File: config.mk
export PLATFORM = sky130hd
export DESIGN_NAME = gpio_dual_bank
export DESIGN_NICKNAME = d
export VERILOG_FILES = /design/src/rtl/gpio_db_pkg.sv /design/src/rtl/gpio_db_sync.sv /design/src/rtl/gpio_db_bank.sv /design/src/rtl/gpio_dual_bank.sv
export SDC_FILE = /design/constraint.sdc
export NUM_CORES = 1
export LEC_CHECK = 0
export CAP_MARGIN = 20
export CORE_ASPECT_RATIO = 0.8
export CORE_MARGIN = 2
export CORE_UTILIZATION = 59
export CTS_CLUSTER_SIZE = 8
export DETAILED_ROUTE_END_ITERATION = 12
export PLACE_DENSITY = 0.8
export RECOVER_POWER = 25
export SLEW_MARGIN = 20
export SYNTH_ARGS = -nofsm -noshare
export SYNTH_HDL_FRONTEND = slang
export SYNTH_HIERARCHICAL = 1
export SYNTH_SLANG_ARGS = --single-unit
File: constraint.sdc
create_clock -name clk -period 2.8 [get_ports clk]
set_clock_uncertainty 0.2 [all_clocks]
set_input_delay 0.56 -clock clk [delete_from_list [all_inputs] [get_ports clk]]
set_output_delay 0.56 -clock clk [all_outputs]
set_load 0.02 [all_outputs]
File: src/rtl/gpio_db_pkg.sv
// Package: shared constants and helpers for the dual-bank GPIO controller.
// Assumes a 32-bit register word and word-aligned byte addresses.
package gpio_db_pkg;

    localparam int REG_W = 32;

    // Field slot inside a bank (word index bits [2:0]); bit [3] picks the bank
    localparam logic [2:0] FLD_OUT  = 3'd0;
    localparam logic [2:0] FLD_DIR  = 3'd1;
    localparam logic [2:0] FLD_IN   = 3'd2;
    localparam logic [2:0] FLD_LVL  = 3'd3;
    localparam logic [2:0] FLD_FLAG = 3'd4;
    localparam logic [2:0] FLD_MASK = 3'd5;
    localparam logic [2:0] FLD_MIR  = 3'd6;
    localparam logic [2:0] FLD_XTRA = 3'd7;   // drive-enable in bank 0 half, owner in bank 1 half

    // Reverse the byte order of a bus word
    function automatic logic [REG_W-1:0] byte_rev(input logic [REG_W-1:0] v);
        return {v[7:0], v[15:8], v[23:16], v[31:24]};
    endfunction

endpackage

File: src/rtl/gpio_db_sync.sv
// Module: multi-stage synchroniser for a vector of asynchronous pad inputs.
// Assumes each bit is independent; no bus coherence is implied.
module gpio_db_sync #(
    parameter int W      = 32,
    parameter int STAGES = 2
) (
    input  logic         clk,
    input  logic         rst_n,
    input  logic [W-1:0] d,
    output logic [W-1:0] q
);
    logic [W-1:0] stage [STAGES];

    for (genvar s = 0; s < STAGES; s++) begin : g_stage
        // Shift the input one stage further into the clock domain
        always_ff @(posedge clk) begin
            if (!rst_n)      stage[s] <= '0;
            else if (s == 0) stage[s] <= d;
            else             stage[s] <= stage[(s > 0) ? s - 1 : 0];
        end
    end

    assign q = stage[STAGES-1];
endmodule

File: src/rtl/gpio_db_bank.sv
// Module: one GPIO register bank. Holds output, direction, polarity, flag and
// mask for all lines, but only acts on the lines marked in `owned`.
// Assumes line_in is already synchronised and that at most one write strobe
// is high per cycle.
module gpio_db_bank #(
    parameter int NL = 32
) (
    input  logic          clk,
    input  logic          rst_n,
    input  logic [NL-1:0] owned,
    input  logic [NL-1:0] en_mask,
    input  logic [NL-1:0] line_in,
    input  logic [NL-1:0] wdata,
    input  logic          wr_out,
    input  logic          wr_dir,
    input  logic          wr_lvl,
    input  logic          wr_flag,
    input  logic          wr_mask,
    output logic [NL-1:0] rd_out,
    output logic [NL-1:0] rd_dir,
    output logic [NL-1:0] lvl_q,
    output logic [NL-1:0] flag_q,
    output logic [NL-1:0] mask_q,
    output logic [NL-1:0] drv_out,
    output logic [NL-1:0] drv_oe,
    output logic          irq
);
    logic [NL-1:0] out_q, dir_q;
    logic [NL-1:0] hit, clr;

    // Lines whose synchronised level matches their programmed polarity
    assign hit = owned & ~(line_in ^ lvl_q);
    assign clr = wr_flag ? wdata : '0;

    // Output and direction: only owned bits take a write
    always_ff @(posedge clk) begin
        if (!rst_n) begin
            out_q <= '0;
            dir_q <= '0;
        end else begin
            if (wr_out) out_q <= (out_q & ~owned) | (wdata & owned);
            if (wr_dir) dir_q <= (dir_q & ~owned) | (wdata & owned);
        end
    end

    // Polarity and mask: plain read/write registers
    always_ff @(posedge clk) begin
        if (!rst_n) begin
            lvl_q  <= '0;
            mask_q <= '0;
        end else begin
            if (wr_lvl)  lvl_q  <= wdata;
            if (wr_mask) mask_q <= wdata;
        end
    end

    // Flags: write-one-to-clear, a live condition wins over the clear
    always_ff @(posedge clk) begin
        if (!rst_n) flag_q <= '0;
        else        flag_q <= (flag_q & ~clr) | hit;
    end

    assign rd_out  = out_q & owned;
    assign rd_dir  = dir_q & owned;
    assign drv_out = rd_out;
    assign drv_oe  = rd_dir & en_mask;
    assign irq     = |(flag_q & mask_q);
endmodule

File: src/rtl/gpio_dual_bank.sv
// Module: top of the dual-bank GPIO controller. Decodes the register port,
// gates secondary access with `permit`, steers each line to its owning bank
// and merges the pad drive of both banks.
// Assumes NLINES <= 32, AW >= 7 and a single-cycle register port with
// combinational read data.
module gpio_dual_bank
    import gpio_db_pkg::*;
#(
    parameter int NLINES      = 32,
    parameter int AW          = 8,
    parameter int SYNC_STAGES = 2
) (
    input  logic              clk,
    input  logic              rst_n,
    input  logic              permit,
    input  logic              bus_sel,
    input  logic              bus_wr,
    input  logic [AW-1:0]     bus_addr,
    input  logic [REG_W-1:0]  bus_wdata,
    output logic [REG_W-1:0]  bus_rdata,
    input  logic [NLINES-1:0] pad_in,
    output logic [NLINES-1:0] pad_out,
    output logic [NLINES-1:0] pad_oe,
    output logic              irq_prim,
    output logic              irq_sec
);
    localparam int NBANK = 2;

    logic [NLINES-1:0] sync_in;
    logic [NLINES-1:0] own_q, en_q;
    logic [REG_W-1:0]  wd_le, rd_le;
    logic [NLINES-1:0] wline;
    logic [3:0]        word;
    logic [2:0]        fld;
    logic              in_range, gated, reach, wr_ok, rd_ok;

    logic [NLINES-1:0] owned_v [NBANK];
    logic [NLINES-1:0] enm_v   [NBANK];
    logic [NLINES-1:0] b_rdout [NBANK];
    logic [NLINES-1:0] b_rddir [NBANK];
    logic [NLINES-1:0] b_lvl   [NBANK];
    logic [NLINES-1:0] b_flag  [NBANK];
    logic [NLINES-1:0] b_mask  [NBANK];
    logic [NLINES-1:0] b_dout  [NBANK];
    logic [NLINES-1:0] b_doe   [NBANK];
    logic              b_irq   [NBANK];

    // Zero-extend a line vector to a register word
    function automatic logic [REG_W-1:0] widen(input logic [NLINES-1:0] v);
        logic [REG_W-1:0] r;
        r = '0;
        r[NLINES-1:0] = v;
        return r;
    endfunction

    // Address decode and access gating
    assign word     = bus_addr[5:2];
    assign fld      = word[2:0];
    assign in_range = (bus_addr[AW-1:6] == '0) && (bus_addr[1:0] == 2'b00);
    assign gated    = word[3] || (fld == FLD_XTRA);
    assign reach    = in_range && (!gated || permit);
    assign wr_ok    = bus_sel && bus_wr && reach;
    assign rd_ok    = bus_sel && !bus_wr && reach;
    assign wd_le    = byte_rev(bus_wdata);
    assign wline    = wd_le[NLINES-1:0];

    gpio_db_sync #(.W(NLINES), .STAGES(SYNC_STAGES)) u_sync (
        .clk   (clk),
        .rst_n (rst_n),
        .d     (pad_in),
        .q     (sync_in)
    );

    // Owner and secondary drive-enable registers
    always_ff @(posedge clk) begin
        if (!rst_n) begin
            own_q <= '0;
            en_q  <= '0;
        end else if (wr_ok && fld == FLD_XTRA) begin
            if (word[3]) own_q <= wline;
            else         en_q  <= wline;
        end
    end

    for (genvar b = 0; b < NBANK; b++) begin : g_bank
        logic wr_b;
        assign owned_v[b] = (b == 0) ? own_q : ~own_q;
        assign enm_v[b]   = (b == 0) ? '1 : en_q;
        assign wr_b       = wr_ok && (word[3] == 1'(b));

        gpio_db_bank #(.NL(NLINES)) u_bank (
            .clk     (clk),
            .rst_n   (rst_n),
            .owned   (owned_v[b]),
            .en_mask (enm_v[b]),
            .line_in (sync_in),
            .wdata   (wline),
            .wr_out  (wr_b && fld == FLD_OUT),
            .wr_dir  (wr_b && fld == FLD_DIR),
            .wr_lvl  (wr_b && fld == FLD_LVL),
            .wr_flag (wr_b && fld == FLD_FLAG),
            .wr_mask (wr_b && fld == FLD_MASK),
            .rd_out  (b_rdout[b]),
            .rd_dir  (b_rddir[b]),
            .lvl_q   (b_lvl[b]),
            .flag_q  (b_flag[b]),
            .mask_q  (b_mask[b]),
            .drv_out (b_dout[b]),
            .drv_oe  (b_doe[b]),
            .irq     (b_irq[b])
        );
    end

    // Read multiplexer over both banks and the shared registers
    always_comb begin
        rd_le = '0;
        if (rd_ok) begin
            unique case (fld)
                FLD_OUT:  rd_le = widen(b_rdout[word[3]]);
                FLD_DIR:  rd_le = widen(b_rddir[word[3]]);
                FLD_IN:   rd_le = widen(sync_in);
                FLD_LVL:  rd_le = widen(b_lvl[word[3]]);
                FLD_FLAG: rd_le = widen(b_flag[word[3]]);
                FLD_MASK: rd_le = widen(b_mask[word[3]]);
                FLD_MIR:  rd_le = widen(sync_in & owned_v[word[3]]);
                FLD_XTRA: rd_le = word[3] ? widen(own_q) : widen(en_q);
                default:  rd_le = '0;
            endcase
        end
    end

    assign bus_rdata = byte_rev(rd_le);
    assign pad_out   = b_dout[0] | b_dout[1];
    assign pad_oe    = b_doe[0] | b_doe[1];
    assign irq_prim  = b_irq[0];
    assign irq_sec   = b_irq[1];
endmodule

==> impl_metrics.toml <==
[clock_network]
clockBufferDepth = 3
cts_tree = "done"
cts_made_buffers = 61
clk_pin_slew_ns = 0.05
cts.sinks = 448
insertion_delay_ns = 0.60
holdBufCountCts = 0
htree_levels = 2
root_buffer = "clkbuf_16"

[sta]
period_share = 1.11
finalSetupViolations = 34
hold_slack_ns = 0.243
finalMaxSlewViolations = 0
hold_viol = 0
tightest_slew_ns = 1.41
finalSetupTns_ns = -6.84
fmax_ghz = 0.322
max_slew_margin = 0.0597
rsz0062_at_grt = "true"
period_needed_ns = 3.11
fin_ws_ns = -0.307

[critical_path]
cp-start-kind = "input port"
cp_data_arrival_time_ns = 2.35
criticalPathCategory = "input port to output port"
rrSetupSlack_ns = 1.51
reg2reg_depth = 5
crit_path_max_incr_delay_ns = 0.53
crit_family = "buffers and inverters"
path_max_fanout = 8
worstSetupEndpointType = "output port"
cp.required_ns = 2.04
crit_chain = "clkdlybuf4s50_1 > a21oi_1 > or3b_4 > buf_12 > buf_12 > a221oi_2 > buf_4"
crit_buf_inv = 4
reg2reg_from = "own_q[21]"
cpMostUsedCell = "buf_12"
cpMaxStageDelayCell = "clkdlybuf4s50_1"

[route]
drc = 0
vias_per_cell = 6.17
first_pass_iters = 8
wl_per_cell_um = 21.7
drtIter0Drc = 2490
vias = 21700
totalWireLength_um = 76500
antenna_left = 0

[min_path]
hold_depth = 1
min-delay-start = "u_sync/stage[0][19]"
hold_path_class = "flop to flop"
hold_end = "u_sync/stage[1][19]"

[layout]
fin_cells = 3524
layout.nets = 3062
syn2layout_area_growth_pct = 23.9
drive_above_1_share = 0.192

[synthesis]
synth_flop_cell = "dfxtp_1"
synth_top_area_share = 0.378
ys_ff_latch = 448
synthTopCellsByArea = "dfxtp_1 38%, mux2i_1 14%, nand2_1 6.1%"
ys_types = 38
synth_area_leader_cell = "dfxtp_1"
ys_top_cells_by_count = "448 x dfxtp_1, 385 x nand2_1, 320 x mux2i_1"
ys_warn_count = 6
avgSynthCellArea_um2 = 8.63
synthesis.area_um2 = 23700
synth-edff-count = 0
async_flop_share = 0
seq_area_frac_synth = 0.378
synthCells = 2746
synth_most_common_cell = "dfxtp_1"

[die]
rows = 65
die_h_um = 183
fp.dieArea_um2 = 41800
die_x_um = 228
core_um2 = 39500
start_util = 0.600
pin_count = 175

[global_routing]
antenna_found_initial = 2
grt_pass1_wl_um = 119000
grt_usage = 0.356
grt_max_degree = 118
grt-ovfl-total = 0
grt_pass1_vias = 21400

[flow_run]
maxCapViolations = 0

[power_and_ir_drop]
p_leak_nw = 10.8
power_density_nw_per_um2 = 479
irDropWorstVdd_mv = 0.393
p_total_w = 0.0141

[placed_design]
place_inst = 3436
globalplace.congestion = 0.964
hpwl_um = 50900
io_buffers = 174

[run_status]
outcome = "complete, but fails checks"
violations = "negative setup slack"
worst max-delay path by stage:
stage | start | endpoint | depth (start not counted)
floorplan | bus_addr[7] | bus_rdata[0] | 6
global placement | bus_addr[7] | bus_rdata[30] | 8
detailed placement | bus_addr[7] | bus_rdata[30] | 8
CTS | bus_addr[0] | bus_rdata[21] | 8
global route | bus_addr[6] | bus_rdata[22] | 8
finish | permit | bus_rdata[3] | 7
cell families (layout without fill, tap and decap cells):
kind of cell           count (synthesis)  in the layout  share of synthesized area
AND/OR/NAND/NOR                     1159           1159                      0.255
AO/OA/AOI/OAI                        450            450                      0.137
flip-flops                           448            448                      0.378
multiplexers                         320            320                      0.135
buffers and inverters                272            481                     0.0588
XOR/XNOR                              96             96                     0.0355
other                                  1             34                   0.000158
worst register-to-register path, cell delays in order (launching register included):
cell and delay, ns:
dfxtp_2 0.43, inv_1 0.12, buf_4 0.17, nand2_1 0.06, nand2_1 0.05, a21boi_0 0.17
timing repair:
item | CTS | global route
setup endpoints to repair | 98 | 52
cloned | 6 | 0
setup buffers | 15 | 2
gates resized for setup | 394 | 58
hold endpoints to repair | 0 | 0
pin swaps | 24 | 22
placed cells by master, fill, tap and decap left out, types with 24 or more instances in the layout:
| cell | count |
|---|---|
| or2_2 | 65 |
| a22oi_1 | 77 |
| dlygate4sd2_1 | 54 |
| inv_1 | 33 |
| nand2_1 | 385 |
| buf_12 | 37 |
| a31oi_1 | 32 |
| o21ai_0 | 64 |
| xnor2_1 | 96 |
| buf_6 | 39 |
| nor2b_1 | 192 |
| and3_1 | 66 |
| o22ai_1 | 50 |
| conb_1 | 32 |
| and2_1 | 128 |
| a221oi_4 | 25 |
| a21boi_0 | 128 |
| nand3_1 | 192 |
| clkbuf_16 | 63 |
| dfxtp_2 | 24 |
| a21oi_1 | 33 |
| mux2i_1 | 318 |
| and2_2 | 64 |
| dfxtp_1 | 419 |
| buf_4 | 161 |
| clkdlybuf4s50_1 | 66 |
power breakdown:
group / leakage, nW / internal [W] / total (W) / switching (W)
Clock: 0.781 / 0.00388 / 0.00651 / 0.00263
Sequential: 3.65 / 0.00646 / 0.00654 / 0.0000846
Combinational: 6.42 / 0.000462 / 0.00102 / 0.000561
Total: 10.8 / 0.0108 / 0.0141 / 0.00327
layer usage:
layer  GRT usage  vias up  wire length (um)
li1            -     9842                 -
met1       0.463    10300             30100
met2       0.569     1290             34600
met3      0.0690      305              7990
met4       0.175        0              3730
met5           0        -                 0
stage by stage:
step	cell area, um^2	util	setup slack, ns
after floorplan	23800	-	-0.00663
after detailed placement	26900	0.681	-1.22
after global routing	29400	0.743	-0.325
after global placement	26900	0.681	-1.17
after CTS	29300	0.741	-0.281
final	29400	0.743	-0.307
cell type report:
type,instances,area [um^2]
Antenna cell,2,5.00
Clock buffer,63,1580
Clock inverter,1,8.76
Fill cell,2726,10200
Inverter,33,124
Multi-Input combinational cell,2057,14100
Sequential cell,448,9020
Tap cell,536,671
Timing Repair Buffer,384,3830
No activity file was read; power rests on OpenSTA's default activity.
